$ cat config.mk
export PLATFORM = sky130hd
export DESIGN_NAME = seg_addr_gen
export DESIGN_NICKNAME = d
export VERILOG_FILES = /design/src/rtl/seg_addr_pkg.sv /design/src/rtl/seg_regfile.sv /design/src/rtl/seg_select.sv /design/src/rtl/pa_adder.sv /design/src/rtl/lane_seq.sv /design/src/rtl/seg_addr_gen.sv
export SDC_FILE = /design/constraint.sdc
export NUM_CORES = 1
export LEC_CHECK = 0
export ABC_AREA = 0
export BUFFER_PORTS_ARGS = -buffer_cell sky130_fd_sc_hd__buf_4
export CORE_MARGIN = 2
export CORE_UTILIZATION = 60
export DETAILED_ROUTE_END_ITERATION = 16
export PLACE_DENSITY = 0.8
export SYNTH_ARGS = -nofsm -noshare
export SYNTH_HDL_FRONTEND = slang
export SYNTH_SLANG_ARGS = --single-unit
$ cat constraint.sdc
create_clock -name clk -period 6.93 [get_ports clk]
set_input_delay 0 -clock clk [delete_from_list [all_inputs] [get_ports clk]]
set_output_delay 0 -clock clk [all_outputs]
set_load 0.05 [all_outputs]
$ cat src/rtl/seg_addr_pkg.sv
package seg_addr_pkg;
  localparam int SEG_W  = 16;
  localparam int OFF_W  = 16;
  localparam int SHIFT  = 4;
  localparam int PA_W   = 20;
  localparam int NSEG   = 4;
  localparam int SEL_W  = $clog2(NSEG);

  typedef enum logic [1:0] {
    ACC_FETCH  = 2'd0,
    ACC_STACK  = 2'd1,
    ACC_DATA   = 2'd2,
    ACC_STRDST = 2'd3
  } acc_kind_e;

  typedef enum logic [1:0] {
    SEG_CODE  = 2'd0,
    SEG_DATA  = 2'd1,
    SEG_STACK = 2'd2,
    SEG_EXTRA = 2'd3
  } seg_id_e;
endpackage

$ cat src/rtl/seg_regfile.sv
module seg_regfile
  import seg_addr_pkg::*;
#(
  parameter int W = SEG_W,
  parameter int N = NSEG,
  localparam int SW = $clog2(N)
) (
  input  logic                clk,
  input  logic                rst_n,
  input  logic                we,
  input  logic [SW-1:0]       wsel,
  input  logic [W-1:0]        wdata,
  output logic [N-1:0][W-1:0] rd_all
);
  for (genvar i = 0; i < N; i++) begin : g_seg
    logic         en;
    logic [W-1:0] q;
    assign en = we && (wsel == SW'(i));
    always_ff @(posedge clk or negedge rst_n) begin
      if (!rst_n)  q <= '0;
      else if (en) q <= wdata;
    end
    assign rd_all[i] = q;
  end
endmodule

$ cat src/rtl/seg_select.sv
module seg_select
  import seg_addr_pkg::*;
#(
  parameter int W = SEG_W,
  parameter int N = NSEG,
  localparam int SW = $clog2(N)
) (
  input  logic [N-1:0][W-1:0] segs,
  input  logic [1:0]          kind,
  input  logic                ovr_v,
  input  logic [SW-1:0]       ovr_id,
  output logic [W-1:0]        seg_val
);
  logic [SW-1:0] id;
  always_comb begin
    unique case (acc_kind_e'(kind))
      ACC_FETCH:  id = SW'(SEG_CODE);
      ACC_STACK:  id = SW'(SEG_STACK);
      ACC_STRDST: id = SW'(SEG_EXTRA);
      default:    id = ovr_v ? ovr_id : SW'(SEG_DATA);
    endcase
  end
  assign seg_val = segs[id];
endmodule

$ cat src/rtl/pa_adder.sv
module pa_adder
  import seg_addr_pkg::*;
#(
  parameter int SW_BITS = SEG_W,
  parameter int OW_BITS = OFF_W,
  parameter int SH      = SHIFT,
  parameter int PW      = PA_W,
  localparam int SUM_W  = SW_BITS + SH + 1
) (
  input  logic [SW_BITS-1:0] seg,
  input  logic [OW_BITS-1:0] off,
  output logic [PW-1:0]      pa
);
  logic [SUM_W-1:0] sum;
  always_comb begin
    sum = SUM_W'({seg, {SH{1'b0}}}) + SUM_W'(off);
    pa  = sum[PW-1:0];
  end
endmodule

$ cat src/rtl/lane_seq.sv
module lane_seq
  import seg_addr_pkg::*;
#(
  parameter int SW_BITS = SEG_W,
  parameter int OW_BITS = OFF_W,
  parameter int PW      = PA_W
) (
  input  logic               clk,
  input  logic               rst_n,
  input  logic               req_valid,
  input  logic               req_word,
  input  logic [OW_BITS-1:0] req_off,
  input  logic [SW_BITS-1:0] seg_in,
  input  logic               eff_lsb,
  input  logic [PW-1:0]      pa_in,
  output logic               pend,
  output logic [SW_BITS-1:0] hold_seg,
  output logic [OW_BITS-1:0] hold_off,
  output logic               out_valid,
  output logic [PW-1:0]      addr,
  output logic               bhe_n,
  output logic               a0,
  output logic               split
);
  logic               accept, odd_word;
  logic               pend_d, ov_d, bhe_d, spl_d, a0_d;
  logic [PW-1:0]      addr_d;
  logic [SW_BITS-1:0] hseg_d;
  logic [OW_BITS-1:0] hoff_d;

  always_comb begin
    accept   = req_valid && !pend;
    odd_word = accept && req_word && req_off[0];
    pend_d   = odd_word;
    hseg_d   = odd_word ? seg_in : hold_seg;
    hoff_d   = odd_word ? req_off + OW_BITS'(1) : hold_off;
    ov_d     = accept || pend;
    addr_d   = pa_in;
    a0_d     = eff_lsb;
    if (pend) begin
      bhe_d = 1'b1;
      spl_d = 1'b1;
    end else if (req_word) begin
      bhe_d = 1'b0;
      spl_d = req_off[0];
    end else begin
      bhe_d = ~req_off[0];
      spl_d = 1'b0;
    end
  end

  always_ff @(posedge clk or negedge rst_n) begin
    if (!rst_n) begin
      pend      <= 1'b0;
      out_valid <= 1'b0;
    end else begin
      pend      <= pend_d;
      out_valid <= ov_d;
    end
  end

  always_ff @(posedge clk or negedge rst_n) begin
    if (!rst_n) begin
      hold_seg <= '0;
      hold_off <= '0;
    end else if (odd_word) begin
      hold_seg <= hseg_d;
      hold_off <= hoff_d;
    end
  end

  always_ff @(posedge clk or negedge rst_n) begin
    if (!rst_n) begin
      addr  <= '0;
      bhe_n <= 1'b1;
      a0    <= 1'b0;
      split <= 1'b0;
    end else if (ov_d) begin
      addr  <= addr_d;
      bhe_n <= bhe_d;
      a0    <= a0_d;
      split <= spl_d;
    end
  end
endmodule

$ cat src/rtl/seg_addr_gen.sv
module seg_addr_gen
  import seg_addr_pkg::*;
#(
  parameter int SEGW = SEG_W,
  parameter int OFFW = OFF_W,
  parameter int SHW  = SHIFT,
  parameter int PAW  = PA_W,
  parameter int NS   = NSEG,
  localparam int SLW = $clog2(NS)
) (
  input  logic            clk,
  input  logic            rst_n,
  input  logic            seg_we,
  input  logic [SLW-1:0]  seg_wsel,
  input  logic [SEGW-1:0] seg_wdata,
  input  logic            req_valid,
  input  logic [1:0]      req_kind,
  input  logic            ovr_valid,
  input  logic [SLW-1:0]  ovr_seg,
  input  logic [OFFW-1:0] req_off,
  input  logic            req_word,
  output logic            req_ready,
  output logic            out_valid,
  output logic [PAW-1:0]  addr,
  output logic            bhe_n,
  output logic            a0,
  output logic            split
);
  logic [NS-1:0][SEGW-1:0] segs;
  logic [SEGW-1:0]         sel_seg, hold_seg, eff_seg;
  logic [OFFW-1:0]         hold_off, eff_off;
  logic [PAW-1:0]          pa;
  logic                    pend;

  seg_regfile #(.W(SEGW), .N(NS)) u_regs (
    .clk(clk), .rst_n(rst_n), .we(seg_we), .wsel(seg_wsel),
    .wdata(seg_wdata), .rd_all(segs)
  );

  seg_select #(.W(SEGW), .N(NS)) u_sel (
    .segs(segs), .kind(req_kind), .ovr_v(ovr_valid),
    .ovr_id(ovr_seg), .seg_val(sel_seg)
  );

  assign eff_seg = pend ? hold_seg : sel_seg;
  assign eff_off = pend ? hold_off : req_off;

  pa_adder #(.SW_BITS(SEGW), .OW_BITS(OFFW), .SH(SHW), .PW(PAW)) u_add (
    .seg(eff_seg), .off(eff_off), .pa(pa)
  );

  lane_seq #(.SW_BITS(SEGW), .OW_BITS(OFFW), .PW(PAW)) u_seq (
    .clk(clk), .rst_n(rst_n), .req_valid(req_valid), .req_word(req_word),
    .req_off(req_off), .seg_in(sel_seg), .eff_lsb(eff_off[0]), .pa_in(pa),
    .pend(pend), .hold_seg(hold_seg), .hold_off(hold_off),
    .out_valid(out_valid), .addr(addr), .bhe_n(bhe_n), .a0(a0), .split(split)
  );

  assign req_ready = !pend;
endmodule

==> impl_metrics.tcl, run 1 <==
set metrics [dict create \
    ys_seq_area_share_pct 50.0 \
    fin_crit_sh_pct 51.1 \
    place_area_mm2 0.00663 \
    crit_path_max_fanout 13 \
    cts.clk_slew.worst_paths_ns 0.05 \
    die_h_um 104 \
    cp-end-kind "flip-flop" \
    synth_nets 591 \
    clock_latency_ns 0.54 \
    cts.repair.resized 0 \
    yosys-top-cells-count "nand2_1, dfrtp_1, mux2_2, o21ai_0, clkbuf_1" \
    r2r_cells 12 \
    area_growth_syn_to_layout_pct 27.2 \
    synth-seq-cells 120 \
    drt_wl_total_mm 13.6 \
    ys.flop_type "dfrtp_1" \
    gp_congestion 0.895 \
    critPathLaunchType "primary input" \
    p_leak_nw 3.52 \
    syn-instance-count 533 \
    hold_ws_ns 0.0171 \
    postSynthAreaPerCell_um2 11.3 \
    synth_edf_count 0 \
    htree_levels 4 \
    crit_arrival_ns 3.98 \
    fmax_ghz 0.282 \
    synth_area_leaders "dfrtp_1, mux2_2, nand2_1, mux4_2, ha_1" \
    worst_slew_pin_slew_ns 1.03 \
    core.rowCount 36 \
    design.die.area_mm2 0.0108 \
    rsz0062_at_grt "no" \
    ys_warn_count 0 \
    cts_tree "done" \
    grtUsageTotal_pct 27.4 \
    postCtsSetupBuffers 0 \
    cp_data_required_time_ns 7.37 \
    num-nets-final 707 \
    place_inst 717 \
    place_hpwl_mm 8.71 \
    reg2reg_slack_ns 3.66 \
    slew_viol_final 0 \
    initial_core_util_pct 61.7 \
    viasPerCell 5.61 \
    cts_buffers 17 \
    drc_errors 0 \
    finalSetupViolations 0 \
    fin_skew_ns 0.00613 \
    num_vias 4447 \
    crit_type "primary input to flip-flop" \
    power-per-cell-area_mw_per_mm2 327 \
    final_area_mm2 0.00764 \
    cts_max_path_buffers 2 \
    pre_cts_slack_ns 3.20 \
    cts-hold-fix-buffers 46 \
    synth_top_area_share_pct 49.6 \
    total_power_mw 2.50 \
    syn_area_mm2 0.00600 \
    drive_gt1_share_pct 29.5 \
    stdcell_count 793 \
    yosysMostFrequentCell "nand2_1" \
    routedWlPerCell_um 17.2 \
    grt_pass1_wl_mm 23.1 \
    grt.overflow.total 0 \
    grt_max_degree 85 \
    synthArstFlopShare_pct 100 \
    firstDrtPassIters 5 \
    holdPathStages 4 \
    final.setup.tns_ns 0 \
    drt-initial-drc-count 269 \
    slew_headroom_pct 31.2 \
    status "completed" \
    hold_class "primary input to flip-flop" \
    antenna_left 0 \
    antenna_cells 0 \
    clock_sinks 120 \
    hold_viol_final 0 \
    antenna_found_initial 0 \
    fin_crit_ns 3.54 \
    ctsRootBufferMaster "clkbuf_8" \
    synth_cell_type_count 49 \
    boundaryPins 69 \
    drv_cap 0 \
    final_util_pct 78.5 \
    fp.dieW_um 104 \
    yosys.area.top_type "dfrtp_1" \
    coreArea_mm2 0.00973 \
    grt_pass1_vias 4657 \
    peakVddDrop_mv 0.204 \
    io_buffers 68 \
    worst_slack_ns 3.39 \
]
power by group:
part	switching (mW)	internal, mW	total [mW]
sequential	0.0876	0.860	0.948
clock	0.305	0.497	0.801
combinational	0.432	0.315	0.747
state kept, by name (all words and copies together) (netlist names):
signal / cells
u_seq.bhe_n: 1
u_seq.hold_seg: 16
u_seq.split: 1
u_regs.g_seg.q: 64
u_seq.hold_off: 16
u_seq.pend: 1
u_seq.out_valid: 1
u_seq.addr: 20
path summary, 6_finish.rpt:
path / startpoint / endpoint
hold reg to reg: u_seq.hold_seg[1] / u_seq.hold_seg[1]
hold / removal: ovr_seg[0] / u_seq.hold_seg[12]
max in group asynchronous: rst_n / u_regs.g_seg[1].q[12]
setup / recovery: req_kind[0] / u_seq.addr[12]
setup reg to reg: u_seq.pend / u_seq.addr[18]
min in group asynchronous: rst_n / u_seq.bhe_n
critical path, stage by stage:
cell and delay [ns]:
dlygate4sd3_1 0.53, buf_4 0.15, o21a_1 0.74, mux4_2 0.62, nand2_1 0.08, nand2_1 0.06, ha_1 0.21, inv_1 0.08
fa_1 0.21, nor2b_1 0.08, o31a_1 0.26, o21a_1 0.21, o21a_1 0.19, o21a_1 0.19, o21a_1 0.16, o31ai_1 0.23
cell families (layout without fill, tap and decap cells):
group,count (synthesis),count (layout),synth area share [%]
adder cells (fa/ha/maj),14,14,3.04
AO/OA/AOI/OAI,76,76,8.11
XOR/XNOR,23,23,3.35
flip-flops,120,120,50.0
buffers and inverters,30,157,1.96
AND/OR/NAND/NOR,166,166,11.8
multiplexers,104,104,21.7
final cells by class:
cell class                      instances  area [um^2]
Timing Repair Buffer                  119         1020
Sequential cell                       120         3000
Tap cell                              133          166
Fill cell                             617         2090
Multi-Input combinational cell        383         2880
Inverter                                8         30.0
Clock buffer                           22          463
Clock inverter                          8         73.8
routing by layer:
metal | global-route usage (%) | share of wire (%) | vias up
met2 | 46.5 | 51 | 124
met3 | 7.46 | 4.7 | 32
met4 | 10.1 | 2.1 | 0
li1 | - | - | 2113
met5 | 0 | 0 | -
met1 | 33.6 | 43 | 2178
cells in the final DEF (no fill, tap or decap), types with 4 or more instances in the layout:
cell / netlist / layout
clkbuf_16: 0 / 16
mux2_1: 6 / 6
clkinv_2: 0 / 4
nand3_1: 8 / 8
and3_1: 6 / 6
o21ai_0: 29 / 29
mux2i_1: 13 / 13
nand2_1: 125 / 125
o21ai_1: 10 / 10
dlygate4sd3_1: 0 / 45
a211oi_1: 4 / 4
clkbuf_8: 0 / 4
ha_1: 13 / 13
mux4_2: 13 / 13
o21a_1: 6 / 6
buf_4: 1 / 73
xor2_1: 15 / 15
dfrtp_1: 119 / 119
nor2_1: 8 / 8
a21oi_1: 7 / 7
inv_1: 6 / 6
xnor2_1: 8 / 8
nor3_1: 5 / 5
mux2_2: 72 / 72
Power figures use the tool's default switching activity.
==> inputs of run 2 (changes only) <==
- ABC_AREA: 0 -> 1
- CORE_UTILIZATION: 60 -> 53
- PLACE_DENSITY: 0.8 -> 0.74
- clock period: 6.93 -> 3.2 ns (I/O delays scaled with it)
==> run 2 against run 1 <==
  * Register-to-register slack got worse by 3.3 ns
  * Clock skew increased by 0.0039 ns
  * Largest power group is now clock
  * Worst hold slack improved by 0.0081 ns
  * Sequential share of layout area decreased by 0.33 points
  * Non-clock buffer count decreased by 7
  * Total power increased by 110%
  * Core utilization decreased by 11 points
  * Sequential cell count unchanged
  * Global-route usage decreased by 1.9 points
  * Clock-buffer cell count increased by 2
  * Via count increased by 22%
==> impl_metrics.tcl, run 2 <==
set metrics [dict create \
    ys_seq_area_share_pct 49.0 \
    seq_area_mm2 0.00300 \
    total_power_mw 5.36 \
    viasPerCell 5.40 \
    yosys-top-cells-count "nand2_1, dfrtp_1, o21ai_0, inv_1, nand3_1" \
    peakVddDrop_mv 0.588 \
    layout_commonest_cell "nand2_1" \
    clock_sinks 120 \
    design.die.area_mm2 0.0124 \
    drv_cap 0 \
    final_cell_mix "nand2_1, dfrtp_1, o21ai_0, buf_4, inv_1" \
    slew_viol_final 0 \
    clock_latency_ns 0.42 \
    drt-initial-drc-count 412 \
    synthSimpleGateAreaFrac_pct 22.7 \
    grt.overflow.total 0 \
    core.rowCount 39 \
    die_h_um 112 \
    cp_data_required_time_ns 3.48 \
    cts.clk_slew.worst_paths_ns 0.06 \
    gp_congestion 0.865 \
    synth-xor-area-share_pct 2.43 \
    synthArstFlopShare_pct 100 \
    synth_compound_area_share_pct 15.5 \
    coreArea_mm2 0.0114 \
    top_register "u_regs.g_seg.q" \
    ctsRootBufferMaster "clkbuf_16" \
    postCtsSetupBuffers 0 \
    drc_errors 0 \
    synth_top_family_by_area "simple AND/OR/NAND/NOR gates" \
    final_util_pct 67.8 \
    multiInputGateArea_mm2 0.00268 \
    boundaryPins 69 \
    firstDrtPassIters 6 \
    grt_pass1_vias 5436 \
    crit_path_frequent_cell "o21ai_0" \
    cts-hold-fix-buffers 36 \
    cp-end-kind "flip-flop" \
    slowest_stage "dfrtp_1" \
    crit_chain "buf_4, o21ai_0, ha_1, inv_1, nor3_1, nand3_1, nand4_1, xor2_1, o21ai_0" \
    synth_top_area_share_pct 48.6 \
    initial_core_util_pct 53.9 \
    antenna_left 0 \
    status "completed" \
    syn_area_mm2 0.00613 \
    fin_crit_sh_pct 88.3 \
    rsz0062_at_grt "no" \
    largest_register_ffs 64 \
    power-per-cell-area_mw_per_mm2 696 \
    drt_wl_total_mm 14.7 \
    syn-instance-count 758 \
    crit_arrival_ns 3.10 \
    synth_area_leaders "dfrtp_1, nand2_1, o21ai_0, inv_1, nand3_1" \
    stdcell_count 1008 \
    fp.dieW_um 112 \
    worst_slew_pin_slew_ns 1.20 \
    grt_max_degree 61 \
    fin_skew_ns 0.0100 \
    cts.repair.resized 0 \
    htree_levels 4 \
    area_growth_syn_to_layout_pct 25.7 \
    fmax_ghz 0.354 \
    finalSetupViolations 0 \
    pre_cts_slack_ns 0.373 \
    grtUsageTotal_pct 25.4 \
    synth_edf_count 0 \
    hold_class "primary input to flip-flop" \
    grt_pass1_wl_mm 25.5 \
    p_leak_nw 3.79 \
    yosysMostFrequentCell "nand2_1" \
    worst-path-buf-inv 2 \
    num_vias 5444 \
    ys_warn_count 0 \
    critPathLaunchType "flip-flop" \
    fin_crit_ns 2.83 \
    slew_headroom_pct 20.0 \
    cts_tree "done" \
    synth_nets 816 \
    antenna_found_initial 0 \
    antenna_cells 0 \
    yosys.area.top_type "dfrtp_1" \
    place_hpwl_mm 9.61 \
    cp_top_family "flip-flops" \
    synth_cell_type_count 38 \
    cts_max_path_buffers 2 \
    synth-seq-cells 120 \
    postSynthAreaPerCell_um2 8.08 \
    crit_type "flip-flop to flip-flop" \
    io_buffers 68 \
    place_inst 941 \
    cts_buffers 17 \
    worst_slack_ns 0.375 \
    num-nets-final 911 \
    max_stage_delay_ns 0.72 \
    fillers 898 \
    ys.flop_type "dfrtp_1" \
    reg_top3 "u_regs.g_seg.q: 64 flops, u_seq.addr: 20 flops" \
    drive_gt1_share_pct 15.4 \
    final.setup.tns_ns 0 \
    crit_path_max_fanout 30 \
    synthAdderAreaFrac_pct 2.98 \
    routedWlPerCell_um 14.6 \
    synthMuxAreaShare_pct 0 \
    hold_viol_final 0 \
]
[run 2: cell count changes in the layout (fill, tap and decap cells not counted), sizes merged, moves of 18 or more]
cell,before,now
a21oi,7,25
inv,8,70
nand2,125,251
mux2,78,0
nand3,8,40
o21ai,40,124
[run 2: area by class of cell]
cell class / instances / share of cell area [%]
tap: 143 / 2.32
clock inverter: 7 / 1.79
sequential: 120 / 39.0
timing repair buffer: 112 / 12.1
multi-input combinational: 532 / 34.8
inverter: 70 / 3.41
clock buffer: 24 / 6.64
[run 2: logic make-up after synthesis]
kind of cell,Yosys count
AND/OR/NAND/NOR,329
AO/OA/AOI/OAI,172
flip-flops,120
buffers and inverters,106
XOR/XNOR,17
adder cells (fa/ha/maj),14
[run 2: report_power, final]
group | internal [mW] | switching, mW
logic | 0.462 | 0.845
clock network | 1.42 | 0.665
registers | 1.81 | 0.160
total | 3.69 | 1.67
[run 2: per-layer routing]
layer / routed length, um / global-route usage (%)
met1: 6470 / 33.0
met2: 6890 / 40.9
met3: 938 / 5.61
met4: 437 / 12.0
met5: 0 / 0
[run 2: path summary, 6_finish.rpt]
path | startpoint | end | slack (ns) | cells past startpoint
max | u_seq.pend | u_seq.addr[16] | 0.37 | 9
min | req_off[6] | u_seq.hold_off[6] | 0.03 | 4
max reg2reg | u_seq.pend | u_seq.addr[16] | 0.37 | 9
min reg2reg | u_seq.hold_seg[14] | u_seq.hold_seg[14] | 0.48 | 2
max in group asynchronous | rst_n | u_regs.g_seg[3].q[9] | 2.08 | 3
min in group asynchronous | rst_n | u_seq.addr[3] | 0.20 | 2
[run 2: worst register-to-register path, stage by stage, from the launching register on]
cell	delay [ns]
dfrtp_1	0.72
buf_4	0.38
o21ai_0	0.20
ha_1	0.44
inv_1	0.09
nor3_1	0.24
nand3_1	0.10
nand4_1	0.23
xor2_1	0.18
o21ai_0	0.09
[run 2: per-stage QoR]
| stage | area [um^2] | hold WS, ns |
|---|---|---|
| finish | 7700 | 0.0253 |
| global route | 7700 | 0.0322 |
| CTS | 7700 | 0.00346 |
| detailed placement | 6690 | 0.127 |
| global placement | 6690 | 0.116 |
| floorplan | 6130 | -0.296 |
==> inputs of run 3 (changes only) <==
- BUFFER_PORTS_ARGS: -buffer_cell sky130_fd_sc_hd__buf_4 -> -buffer_cell sky130_fd_sc_hd__buf_2
==> run 3 against run 2 <==
  * Setup slack gained 0.0035 ns
  * Cell area shrank 2.4%
  * Register-to-register slack is essentially flat
  * Worst hold slack lost 0.0082 ns
  * Cell count grew 0.20%
  * Die area is the same
  * Critical path depth is the same
  * Combinational power shrank 4%
  * Maximum frequency grew 0.13%
==> impl_metrics.tcl, run 3 (synthesis gave the netlist of run 2 again) <==
set metrics [dict create \
    antenna_cells 0 \
    cts_max_path_buffers 2 \
    io_buffers 68 \
    hold_ws_ns 0.0171 \
    p_int_mw 3.57 \
    rsz0062_at_grt "no" \
    gp_congestion 0.900 \
    slowest_stage "dfrtp_1" \
    r2r_cells 9 \
    top_register "u_regs.g_seg.q" \
    fp.dieW_um 112 \
    pre_cts_slack_ns 0.405 \
    drv_cap 0 \
    clkPwrFrac_pct 38.5 \
    die_h_um 112 \
    cts-hold-fix-buffers 37 \
    clock_latency_ns 0.42 \
    cts_tree "done" \
    grtUsageTotal_pct 25.1 \
    combPwrFrac_pct 24.0 \
    holdPathStages 4 \
    drc_errors 0 \
    grt.overflow.total 0 \
    final.setup.tns_ns 0 \
    htree_levels 4 \
    slew_headroom_pct 19.2 \
    crit_arrival_ns 3.11 \
    rr_endpoint "u_seq.addr[16]" \
    num-nets-final 912 \
    crit_type "flip-flop to flip-flop" \
    cts.repair.resized 0 \
    area_growth_syn_to_layout_pct 22.7 \
    fin_crit_ns 2.82 \
    drt_wl_total_mm 14.8 \
    hold_viol_final 0 \
    worst_slew_pin_slew_ns 1.21 \
    max_stage_delay_ns 0.66 \
    antenna_left 0 \
    hold_class "primary input to flip-flop" \
    finalSetupViolations 0 \
    power-per-cell-area_mw_per_mm2 696 \
    place_hpwl_mm 9.75 \
    crit_path_frequent_cell "o21ai_0" \
    boundaryPins 69 \
    fmax_ghz 0.354 \
    coreArea_mm2 0.0114 \
    seq_area_mm2 0.00300 \
    reg_top3 "u_regs.g_seg.q: 64 flops, u_seq.addr: 20 flops" \
    fin_skew_ns 0.00575 \
    swShare_pct 31.8 \
    crit_chain "buf_4, o21ai_0, ha_1, inv_1, nor3_1, nand3_1, nand4_1, xor2_1, o21ai_0" \
    routedWlPerCell_um 14.7 \
    switching_power_mw 1.67 \
    firstDrtPassIters 6 \
    crit_path_max_fanout 26 \
    peakVddDrop_mv 0.551 \
    hold_end "u_seq.hold_off[9]" \
    drt-initial-drc-count 370 \
    initial_core_util_pct 53.9 \
    clock_sinks 120 \
    grt_max_degree 67 \
    cp_data_required_time_ns 3.49 \
    core.rowCount 39 \
    fin_crit_sh_pct 88.2 \
    largest_register_ffs 64 \
    critPathLaunchType "flip-flop" \
    grt_pass1_wl_mm 25.2 \
    viasPerCell 5.42 \
    cts.clk_slew.worst_paths_ns 0.05 \
    r2r_start "u_seq.pend" \
    cp-end-kind "flip-flop" \
    antenna_found_initial 0 \
    hp-start "req_off[9]" \
    total_power_mw 5.24 \
    grt_pass1_vias 5326 \
    status "completed" \
    seqPwrFrac_pct 37.5 \
    drive_gt1_share_pct 15.2 \
    layout_commonest_cell "nand2_1" \
    multiInputGateArea_mm2 0.00268 \
    ctsRootBufferMaster "clkbuf_16" \
    fillers 913 \
    num_vias 5477 \
    worst_slack_ns 0.378 \
    design.die.area_mm2 0.0124 \
    final_cell_mix "nand2_1, dfrtp_1, o21ai_0, buf_2, inv_1" \
    cts_buffers 17 \
    cp_top_family "flip-flops" \
    worst-path-buf-inv 2 \
    p_leak_nw 3.73 \
    slew_viol_final 0 \
    postCtsSetupBuffers 0 \
    reg2reg_slack_ns 0.38 \
]
-- run 3: cell types whose count changed in the layout (fill, tap and decap cells not counted) --
cell and delta:
buf_2 +67, buf_4 -67, clkbuf_1 +2, clkbuf_8 -3, clkinv_2 +3, clkinvlp_4 -1
dlygate4sd3_1 +1
-- run 3: worst reg2reg max path: stages, from the launching register on --
cell,delay [ns]
dfrtp_1,0.66
buf_4,0.34
o21ai_0,0.21
ha_1,0.45
inv_1,0.09
nor3_1,0.27
nand3_1,0.13
nand4_1,0.26
xor2_1,0.20
o21ai_0,0.09
-- run 3: worst max-delay path by stage --
stage	endpoint	cells after the start	from
3_3_place_gp	u_seq.addr[16]	9	u_seq.pend
3_5_place_dp	u_seq.addr[19]	20	req_kind[0]
2_1_floorplan	u_seq.addr[14]	20	req_kind[0]
4_1_cts	u_seq.addr[16]	9	u_seq.pend
6_report	u_seq.addr[16]	9	u_seq.pend
5_1_grt	u_seq.addr[16]	9	u_seq.pend
-- run 3: power by group through the flow --
stage / combinational (mW) / clock (mW) / sequential [mW]
after floorplan: 0.616 / 0 / 2.23
after global placement: 1.16 / 0 / 1.97
after detailed placement: 1.21 / 0 / 1.98
after CTS: 1.25 / 2.03 / 1.96
after global routing: 1.39 / 2.10 / 2.00
final: 1.26 / 2.02 / 1.96
-- run 3: layer usage --
metal	vias to the layer above	part of all wire (%)	global-route usage, %
met5	-	0	0
met4	0	2.6	10.9
met3	35	5.2	5.55
met2	181	47	39.4
met1	2585	45	34.0
li1	2676	-	-
-- run 3: per-stage QoR --
stage	util, %	instances	instance area [um^2]
after floorplan	-	758	6130
after global placement	57.4	941	6530
after detailed placement	57.4	941	6530
after CTS	66.1	1010	7520
after global routing	66.1	1010	7520
final	66.1	1010	7520
-- run 3: layout make-up --
| cell class | instances | share of cell area (%) |
|---|---|---|
| flip-flops and latches | 120 | 40.0 |
| repair buffers | 113 | 10.3 |
| clock buffers | 23 | 6.36 |
| multi-input cells | 532 | 35.6 |
| well taps | 143 | 2.38 |
| inverters | 70 | 3.49 |
| clock inverters | 9 | 1.93 |
